### src/rtl/dacfe_pkg.sv
package dacfe_pkg;
  // Strobes from control to datapath, one clock cycle each
  typedef struct packed {
    logic commit;    // write a staging part this cycle
    logic chanIdx;   // 0 = channel A, 1 = channel B
    logic highPart;  // 1 = upper bits of the staging register
    logic update;    // synchronised transfer strobe active
  } dacCtrl_t;
endpackage

### src/rtl/dacfe_sync.sv
module dacfe_sync #(
  parameter int W = 1,
  parameter int STAGES = 2,
  parameter logic [W-1:0] RST_VAL = '0
) (
  input  logic         clk,
  input  logic         rstN,
  input  logic [W-1:0] d,
  output logic [W-1:0] q
);
  logic [W-1:0] stage [STAGES];

  always_ff @(posedge clk or negedge rstN) begin
    if (!rstN) stage[0] <= RST_VAL;
    else       stage[0] <= d;
  end

  for (genvar i = 1; i < STAGES; i++) begin : g_stage
    always_ff @(posedge clk or negedge rstN) begin
      if (!rstN) stage[i] <= RST_VAL;
      else       stage[i] <= stage[i-1];
    end
  end

  assign q = stage[STAGES-1];
endmodule

### src/rtl/dacfe_ctrl.sv
module dacfe_ctrl
  import dacfe_pkg::*;
#(
  parameter int BUS_W = 8,
  parameter int SYNC_STAGES = 2
) (
  input  logic             clk,
  input  logic             rstN,
  input  logic             busSelN,
  input  logic             busWrN,
  input  logic [1:0]       busAddr,
  input  logic [BUS_W-1:0] busData,
  input  logic             xferN,
  output dacCtrl_t         ctrl,
  output logic [BUS_W-1:0] byteOut
);
  localparam int STROBE_W = 3;
  localparam int LANE_W = 2 + BUS_W;

  logic [STROBE_W-1:0] strobeSync;
  logic [LANE_W-1:0]   laneSync;
  logic                selS, wrS, xferS;
  logic [1:0]          addrS;
  logic [BUS_W-1:0]    dataS;
  logic                writeActive;
  logic                prevActive;
  logic [1:0]          prevAddr;
  logic [BUS_W-1:0]    prevData;

  dacfe_sync #(.W(STROBE_W), .STAGES(SYNC_STAGES), .RST_VAL({STROBE_W{1'b1}})) uStrobeSync (
    .clk(clk), .rstN(rstN), .d({busSelN, busWrN, xferN}), .q(strobeSync)
  );

  // Address and data follow the strobes through the same number of flops
  dacfe_sync #(.W(LANE_W), .STAGES(SYNC_STAGES), .RST_VAL({LANE_W{1'b0}})) uLaneAlign (
    .clk(clk), .rstN(rstN), .d({busAddr, busData}), .q(laneSync)
  );

  assign {selS, wrS, xferS} = strobeSync;
  assign {addrS, dataS} = laneSync;
  assign writeActive = !selS && !wrS;

  // Keep the last address and data seen while the write was active
  always_ff @(posedge clk or negedge rstN) begin
    if (!rstN) begin
      prevActive <= 1'b0;
      prevAddr   <= '0;
      prevData   <= '0;
    end else begin
      prevActive <= writeActive;
      if (writeActive) begin
        prevAddr <= addrS;
        prevData <= dataS;
      end
    end
  end

  always_comb begin
    ctrl.commit   = prevActive && !writeActive;
    ctrl.chanIdx  = prevAddr[1];
    ctrl.highPart = prevAddr[0];
    ctrl.update   = !xferS;
    byteOut       = prevData;
  end
endmodule

### src/rtl/dacfe_datapath.sv
module dacfe_datapath
  import dacfe_pkg::*;
#(
  parameter int DATA_W = 12,
  parameter int BUS_W = 8,
  parameter int NUM_CH = 2
) (
  input  logic                         clk,
  input  logic                         rstN,
  input  dacCtrl_t                     ctrl,
  input  logic [BUS_W-1:0]             byteIn,
  output logic [NUM_CH-1:0][DATA_W-1:0] dacOut
);
  localparam int HI_W = DATA_W - BUS_W;

  for (genvar ch = 0; ch < NUM_CH; ch++) begin : g_chan
    logic [DATA_W-1:0] stageReg;
    logic [DATA_W-1:0] outReg;
    logic              hit;

    assign hit = ctrl.commit && (ctrl.chanIdx == 1'(ch));

    always_ff @(posedge clk or negedge rstN) begin
      if (!rstN) begin
        stageReg <= '0;
      end else if (hit) begin
        if (ctrl.highPart) stageReg[DATA_W-1:BUS_W] <= byteIn[HI_W-1:0];
        else               stageReg[BUS_W-1:0]      <= byteIn;
      end
    end

    always_ff @(posedge clk or negedge rstN) begin
      if (!rstN)            outReg <= '0;
      else if (ctrl.update) outReg <= stageReg;
    end

    assign dacOut[ch] = outReg;
  end
endmodule

### src/rtl/dual_dac_loader.sv
module dual_dac_loader
  import dacfe_pkg::*;
#(
  parameter int DATA_W = 12,
  parameter int BUS_W = 8,
  parameter int SYNC_STAGES = 2
) (
  input  logic              clk,
  input  logic              rstN,
  input  logic              busSelN,
  input  logic              busWrN,
  input  logic [1:0]        busAddr,
  input  logic [BUS_W-1:0]  busData,
  input  logic              xferN,
  output logic [DATA_W-1:0] chanAOut,
  output logic [DATA_W-1:0] chanBOut
);
  localparam int NUM_CH = 2;

  dacCtrl_t                      ctrl;
  logic [BUS_W-1:0]              byteBus;
  logic [NUM_CH-1:0][DATA_W-1:0] dacOut;

  dacfe_ctrl #(.BUS_W(BUS_W), .SYNC_STAGES(SYNC_STAGES)) uCtrl (
    .clk(clk), .rstN(rstN), .busSelN(busSelN), .busWrN(busWrN),
    .busAddr(busAddr), .busData(busData), .xferN(xferN),
    .ctrl(ctrl), .byteOut(byteBus)
  );

  dacfe_datapath #(.DATA_W(DATA_W), .BUS_W(BUS_W), .NUM_CH(NUM_CH)) uData (
    .clk(clk), .rstN(rstN), .ctrl(ctrl), .byteIn(byteBus), .dacOut(dacOut)
  );

  assign chanAOut = dacOut[0];
  assign chanBOut = dacOut[1];
endmodule

### config.mk
export PLATFORM = sky130hd
export DESIGN_NAME = dual_dac_loader
export DESIGN_NICKNAME = d
export VERILOG_FILES = /design/src/rtl/dacfe_pkg.sv /design/src/rtl/dacfe_sync.sv /design/src/rtl/dacfe_ctrl.sv /design/src/rtl/dacfe_datapath.sv /design/src/rtl/dual_dac_loader.sv
export SDC_FILE = /design/constraint.sdc
export NUM_CORES = 1
export LEC_CHECK = 0
export BUFFER_PORTS_ARGS = -buffer_cell sky130_fd_sc_hd__buf_2
export CAP_MARGIN = 20
export CORE_ASPECT_RATIO = 1.4
export CORE_MARGIN = 2
export CORE_UTILIZATION = 55
export DETAILED_ROUTE_END_ITERATION = 16
export PLACE_DENSITY = 0.85
export SYNTH_ARGS = -nofsm -noshare
export SYNTH_HDL_FRONTEND = slang
export SYNTH_SLANG_ARGS = --single-unit
export TNS_END_PERCENT = 50
### constraint.sdc
create_clock -name clk -period 2.1 [get_ports clk]
set_clock_uncertainty 0.2 [all_clocks]
set_input_delay 0 -clock clk [delete_from_list [all_inputs] [get_ports clk]]
set_output_delay 0 -clock clk [all_outputs]
set_load 0.1 [all_outputs]
==> results.yml, run 1 <==
timing:
  final-setup-viol-count: 0
  finalCritPeriodShare: 0.8525
  tightest_slew_ns: 0.5844
  rsz0062_at_grt: "false"
  slew_headroom: 0.6104
  fmax_mhz: 558.6
  fin_ws_ns: 0.3098
  timing.final.crit_period_ns: 1.790
  setup-tns-final_ns: 0
  hold_viol: 0
  final_max_slew_viol_count: 0
worst_hold_path:
  hp-class: "in2async"
clock_tree:
  clock_latency_ns: 0.34
  clock_path_buffers: 2
  cts.repair.resized: 0
  h-tree-depth: 3
  cts-root-buf: "clkbuf_8"
  cts_sinks: 85
  cts_tree: "built"
  clkTransAtPathRegs_ns: 0.08
  numCtsBuffers: 9
  post_cts_buffers: 0
finish:
  register_area_mm2: 0.002135
  n_fill_cell: 361
  n_antenna_cell: 0
  drive_gt1_frac: 0.5636
  multi_input_area_um2: 721.9
  finalNetCount: 230
  area_growth_pct: 21.24
synthesis:
  synthesis.area_mm2: 0.002875
  yosys_warnings: 0
  synth-edff-count: 0
  ys_async_sr_fraction: 1.000
  synth_seq_cells: 85
  ys_types: 11
  synth_ff_type: "dfrtp_1"
  yosys.area.top_type: "dfrtp_1"
  ys_top_cells_by_count: "dfrtp_1 (79), mux2_2 (58), dfstp_2 (6), buf_2 (3)"
  yosysMostFrequentCell: "dfrtp_1"
  avgSynthCellArea_um2: 18.79
  synth.area.top_cells: "dfrtp_1 (69%), mux2_2 (23%), dfstp_2 (5.5%)"
  synthCells: 153
  yosysSeqAreaShare: 0.7424
  netlist.area_leader.share: 0.6876
  synthesis.nets: 168
placement:
  dp_hpwl_um: 2669
  port_buffers: 38
  preCtsSetupSlack_ns: 0.3053
  place_congestion: 0.7192
drt:
  drt-total-wl_um: 4062
  vias: 1422
  dr.first_iter.drc_count: 27
  drc: 0
  viasPerCell: 4.972
  first_pass_iters: 2
  detail-route-antenna-nets: 0
  wire_per_inst_um: 14.20
floorplan:
  start_util: 0.5616
  core_area_mm2: 0.005120
  io_pins: 39
  die-area_mm2: 0.005830
  die_x_um: 65.11
  die_h_um: 89.55
  rows: 31
critical_path:
  cp.required_ns: 2.13
  startpoint_type: "flip-flop"
  cp_max_fo: 8
  worstPathArrival_ns: 1.82
  crit_type: "reg2reg"
  rr_worst_depth: 3
  worstSetupEndpointType: "flip-flop"
global_route:
  overflow: 0
  grtUsageTotal: 0.1690
  grt_pass1_wl_um: 6996
  grt_pass1_vias: 1458
  grt_max_degree: 51
  antenna_found_initial: 0
outcome:
  run_status: "finished, final reports clean"
job:
  cap_viol_max_count: 0
[stage by stage]
step / hold WS [ns] / util / cells / area (µm²)
after floorplan: -0.4956 / - / 153 / 2875
after global placement: -0.1624 / 0.6161 / 256 / 3154
after detailed placement: -0.1558 / 0.6161 / 256 / 3154
after CTS: 0.01352 / 0.6808 / 286 / 3486
after global routing: 0.05540 / 0.6808 / 286 / 3486
final: 0.005371 / 0.6808 / 286 / 3486
[state kept, by name (all words and copies together) (netlist names)]
signal                   flops
uCtrl.uLaneAlign.stage      10
uCtrl.prevAddr               2
uCtrl.uStrobeSync.q          3
uCtrl.prevActive             1
uCtrl.uStrobeSync.stage      3
uCtrl.uLaneAlign.q          10
uCtrl.byteOut                8
uData.g_chan.outReg         24
uData.g_chan.stageReg       24
[placed cells by master (no fill, tap or decap)]
cell	instances
buf_2	37
buf_4	4
bufinv_16	1
clkbuf_1	1
clkbuf_8	10
clkinv_2	4
dfrtp_1	79
dfstp_2	6
dlygate4sd3_1	14
mux2_2	58
nor2_1	1
nor3_4	1
nor3b_2	1
nor3b_4	1
o2111ai_1	1
o21ai_2	1
[layout make-up]
| type | count | share of cell area |
|---|---|---|
| clock buffers | 11 | 0.04056 |
| clock inverters | 5 | 0.01436 |
| multi-input cells | 64 | 0.2071 |
| flip-flops and latches | 85 | 0.6123 |
| well taps | 66 | 0.02369 |
| repair buffers | 55 | 0.1019 |
[worst paths after layout]
check,startpoint,endpoint,slack [ns]
max,uCtrl.uStrobeSync.q[1],uData.g_chan[1].stageReg[3],0.31
min,rstN,uData.g_chan[0].outReg[1],0.005
max reg2reg,uCtrl.uStrobeSync.q[1],uData.g_chan[1].stageReg[3],0.31
min reg2reg,uCtrl.uLaneAlign.stage[16],uCtrl.uLaneAlign.q[6],0.15
max in group asynchronous,rstN,uCtrl.uLaneAlign.q[6],1.01
min in group clk,busAddr[0],uCtrl.uLaneAlign.stage[18],0.10
[per-layer routing]
metal	up-vias	routed length (µm)	GRT usage
met5	-	0	0
met4	0	88	0.08333
met3	9	154	0.06927
met2	30	2030	0.2446
met1	721	1789	0.2241
li1	662	-	-
[what timing repair did]
item,4_1_cts,5_1_grt
hold buffers,14,0
hold endpoints to repair,98,0
endpoints found under the setup margin,0,0
[critical path: stages, from the launching register on]
cell and delay, ns:
dfstp_2 0.56, o21ai_2 0.11, nor3b_4 0.42, mux2_2 0.39
[logic make-up (layout without fill, tap and decap cells)]
| family | Yosys count | after routing | synth area share |
|---|---|---|---|
| mux | 58 | 58 | 0.2272 |
| flops | 85 | 85 | 0.7424 |
| simple gates | 4 | 4 | 0.01784 |
| buf+inv | 4 | 71 | 0.006525 |
| compound gates | 2 | 2 | 0.006093 |
Power of run 1 is not shown: default switching activity piles up to over one toggle a cycle in this logic, so the estimate is an artifact.
==> run 2, diff against run 1 <==
--- a/config.mk
+++ b/config.mk
@@ -5,13 +5,13 @@
 export SDC_FILE = /design/constraint.sdc
 export NUM_CORES = 1
 export LEC_CHECK = 0
-export BUFFER_PORTS_ARGS = -buffer_cell sky130_fd_sc_hd__buf_2
 export CAP_MARGIN = 20
 export CORE_ASPECT_RATIO = 1.4
 export CORE_MARGIN = 2
-export CORE_UTILIZATION = 55
+export CORE_UTILIZATION = 60
 export DETAILED_ROUTE_END_ITERATION = 16
-export PLACE_DENSITY = 0.85
+export DONT_BUFFER_PORTS = 1
+export PLACE_DENSITY = 0.84
 export SYNTH_ARGS = -nofsm -noshare
 export SYNTH_HDL_FRONTEND = slang
 export SYNTH_SLANG_ARGS = --single-unit
==> run 2 against run 1 <==
Against the previous run: register-to-register slack worse by 0.02 ns; routed wire length up 9.0%; die area shrank 7.9%; the flow now finishes with violations (negative hold slack); via count rose by 1.4%; non-clock buffer count decreased by 5; global-route usage up 2.2 points; cell count is 3.1% lower; count of clock-buffer cells in the layout increased by 1.
==> results.yml, run 2 (synthesis results as in run 1) <==
outcome:
  run_status: "finished with violations"
  violations: "negative hold slack"
timing:
  tightest_slew_ns: 0.5598
  final-setup-viol-count: 0
  hold_ws_ns: -0.8557
  slew_headroom: 0.6268
  hold_viol: 85
  finalCritPeriodShare: 0.8607
  rsz0062_at_grt: "false"
  setup-tns-final_ns: 0
  timing.final.crit_period_ns: 1.808
  fmax_mhz: 553.2
  final_max_slew_viol_count: 0
floorplan:
  die-area_mm2: 0.005369
  core_area_mm2: 0.004572
  die_x_um: 62.51
  io_pins: 39
  die_h_um: 85.91
  start_util: 0.6289
  rows: 29
clock_tree:
  clock_latency_ns: 0.34
  h-tree-depth: 3
  cts-root-buf: "clkbuf_8"
  cts_sinks: 85
  clkTransAtPathRegs_ns: 0.08
  cts_tree: "built"
  numCtsBuffers: 9
  clock_path_buffers: 2
finish:
  final_common_cell: "dfrtp_1"
  finalNetCount: 225
  drive_gt1_frac: 0.5023
  layout_common_cells: "dfrtp_1 (79), mux2_2 (58), dlygate4sd3_1 (25), buf_4 (25), clkbuf_8 (11)"
  area_growth_pct: 23.46
  register_area_mm2: 0.002135
  n_fill_cell: 265
  multi_input_area_um2: 721.9
  top_regs: "uData.g_chan.outReg (24), uData.g_chan.stageReg (24)"
  n_antenna_cell: 0
drt:
  first_pass_iters: 4
  detail-route-antenna-nets: 0
  drt-total-wl_um: 4429
  drc: 0
  vias: 1442
  dr.first_iter.drc_count: 60
  viasPerCell: 5.206
  wire_per_inst_um: 15.99
critical_path:
  worstSetupEndpointType: "flip-flop"
  crit_chain: "o21ai_2 > nor3_4 > mux2_2"
  worstPathArrival_ns: 1.83
  slowest_stage: "dfstp_2"
  crit_family: "flip-flops"
  path_buf_inv: 0
  crit_path_max_incr_delay_ns: 0.56
  crit_type: "reg2reg"
  cp.required_ns: 2.12
  cp_max_fo: 8
  rr_worst_depth: 3
  r2r_setup_slack_ns: 0.29
  worstSetupPathDepth: 3
  startpoint_type: "flip-flop"
placement:
  dp_hpwl_um: 2627
  port_buffers: 0
  place_congestion: 0.7330
worst_hold_path:
  hp-class: "in2async"
job:
  cap_viol_max_count: 0
global_route:
  grt_pass1_wl_um: 7424
  antenna_found_initial: 0
  grt_pass1_vias: 1545
  overflow: 0
  grt_max_degree: 86
  grtUsageTotal: 0.1910
[run 2: final timing paths]
kind	startpoint	end
hold reg to reg	uCtrl.uLaneAlign.stage[10]	uCtrl.uLaneAlign.q[0]
min in group clk	busData[0]	uCtrl.uLaneAlign.stage[10]
setup reg to reg	uCtrl.uStrobeSync.q[1]	uData.g_chan[0].stageReg[5]
hold / removal	rstN	uData.g_chan[0].outReg[9]
max in group asynchronous	rstN	uCtrl.uStrobeSync.q[1]
setup / recovery	uCtrl.uStrobeSync.q[1]	uData.g_chan[0].stageReg[5]
[run 2: per-stage QoR]
| step | util | setup slack, ns | cells | area, µm² |
|---|---|---|---|---|
| final | 0.7764 | 0.2925 | 277 | 3550 |
| after global routing | 0.7764 | 0.2234 | 277 | 3550 |
| after CTS | 0.7720 | 0.2840 | 275 | 3530 |
| after detailed placement | 0.6828 | 0.3150 | 236 | 3122 |
| after global placement | 0.6828 | 0.3633 | 236 | 3122 |
| after floorplan | - | 0.4419 | 153 | 2875 |
[run 2: final cells by class]
cell class	count	share of cell area
well taps	62	0.02185
flip-flops and latches	85	0.6013
repair buffers	50	0.1234
clock buffers	12	0.04371
clock inverters	4	0.006345
multi-input cells	64	0.2034
[run 2: what timing repair did]
action	in CTS	in global routing
setup buffers	0	0
hold buffers	23	2
endpoints found under the hold margin	98	87
resized for setup	0	0
setup endpoints to repair	0	0
[run 2: per-layer routing]
metal  wire length (µm)  vias up  part of all wire  track usage
met1               1850      747              0.42       0.2245
met2               2335       35              0.53       0.3118
met4                 85        0             0.019       0.1232
li1                   -      653                 -            -
met3                157        7             0.035      0.05249
met5                  0        -                 0            0
Power of run 2 is left out for the same reason.
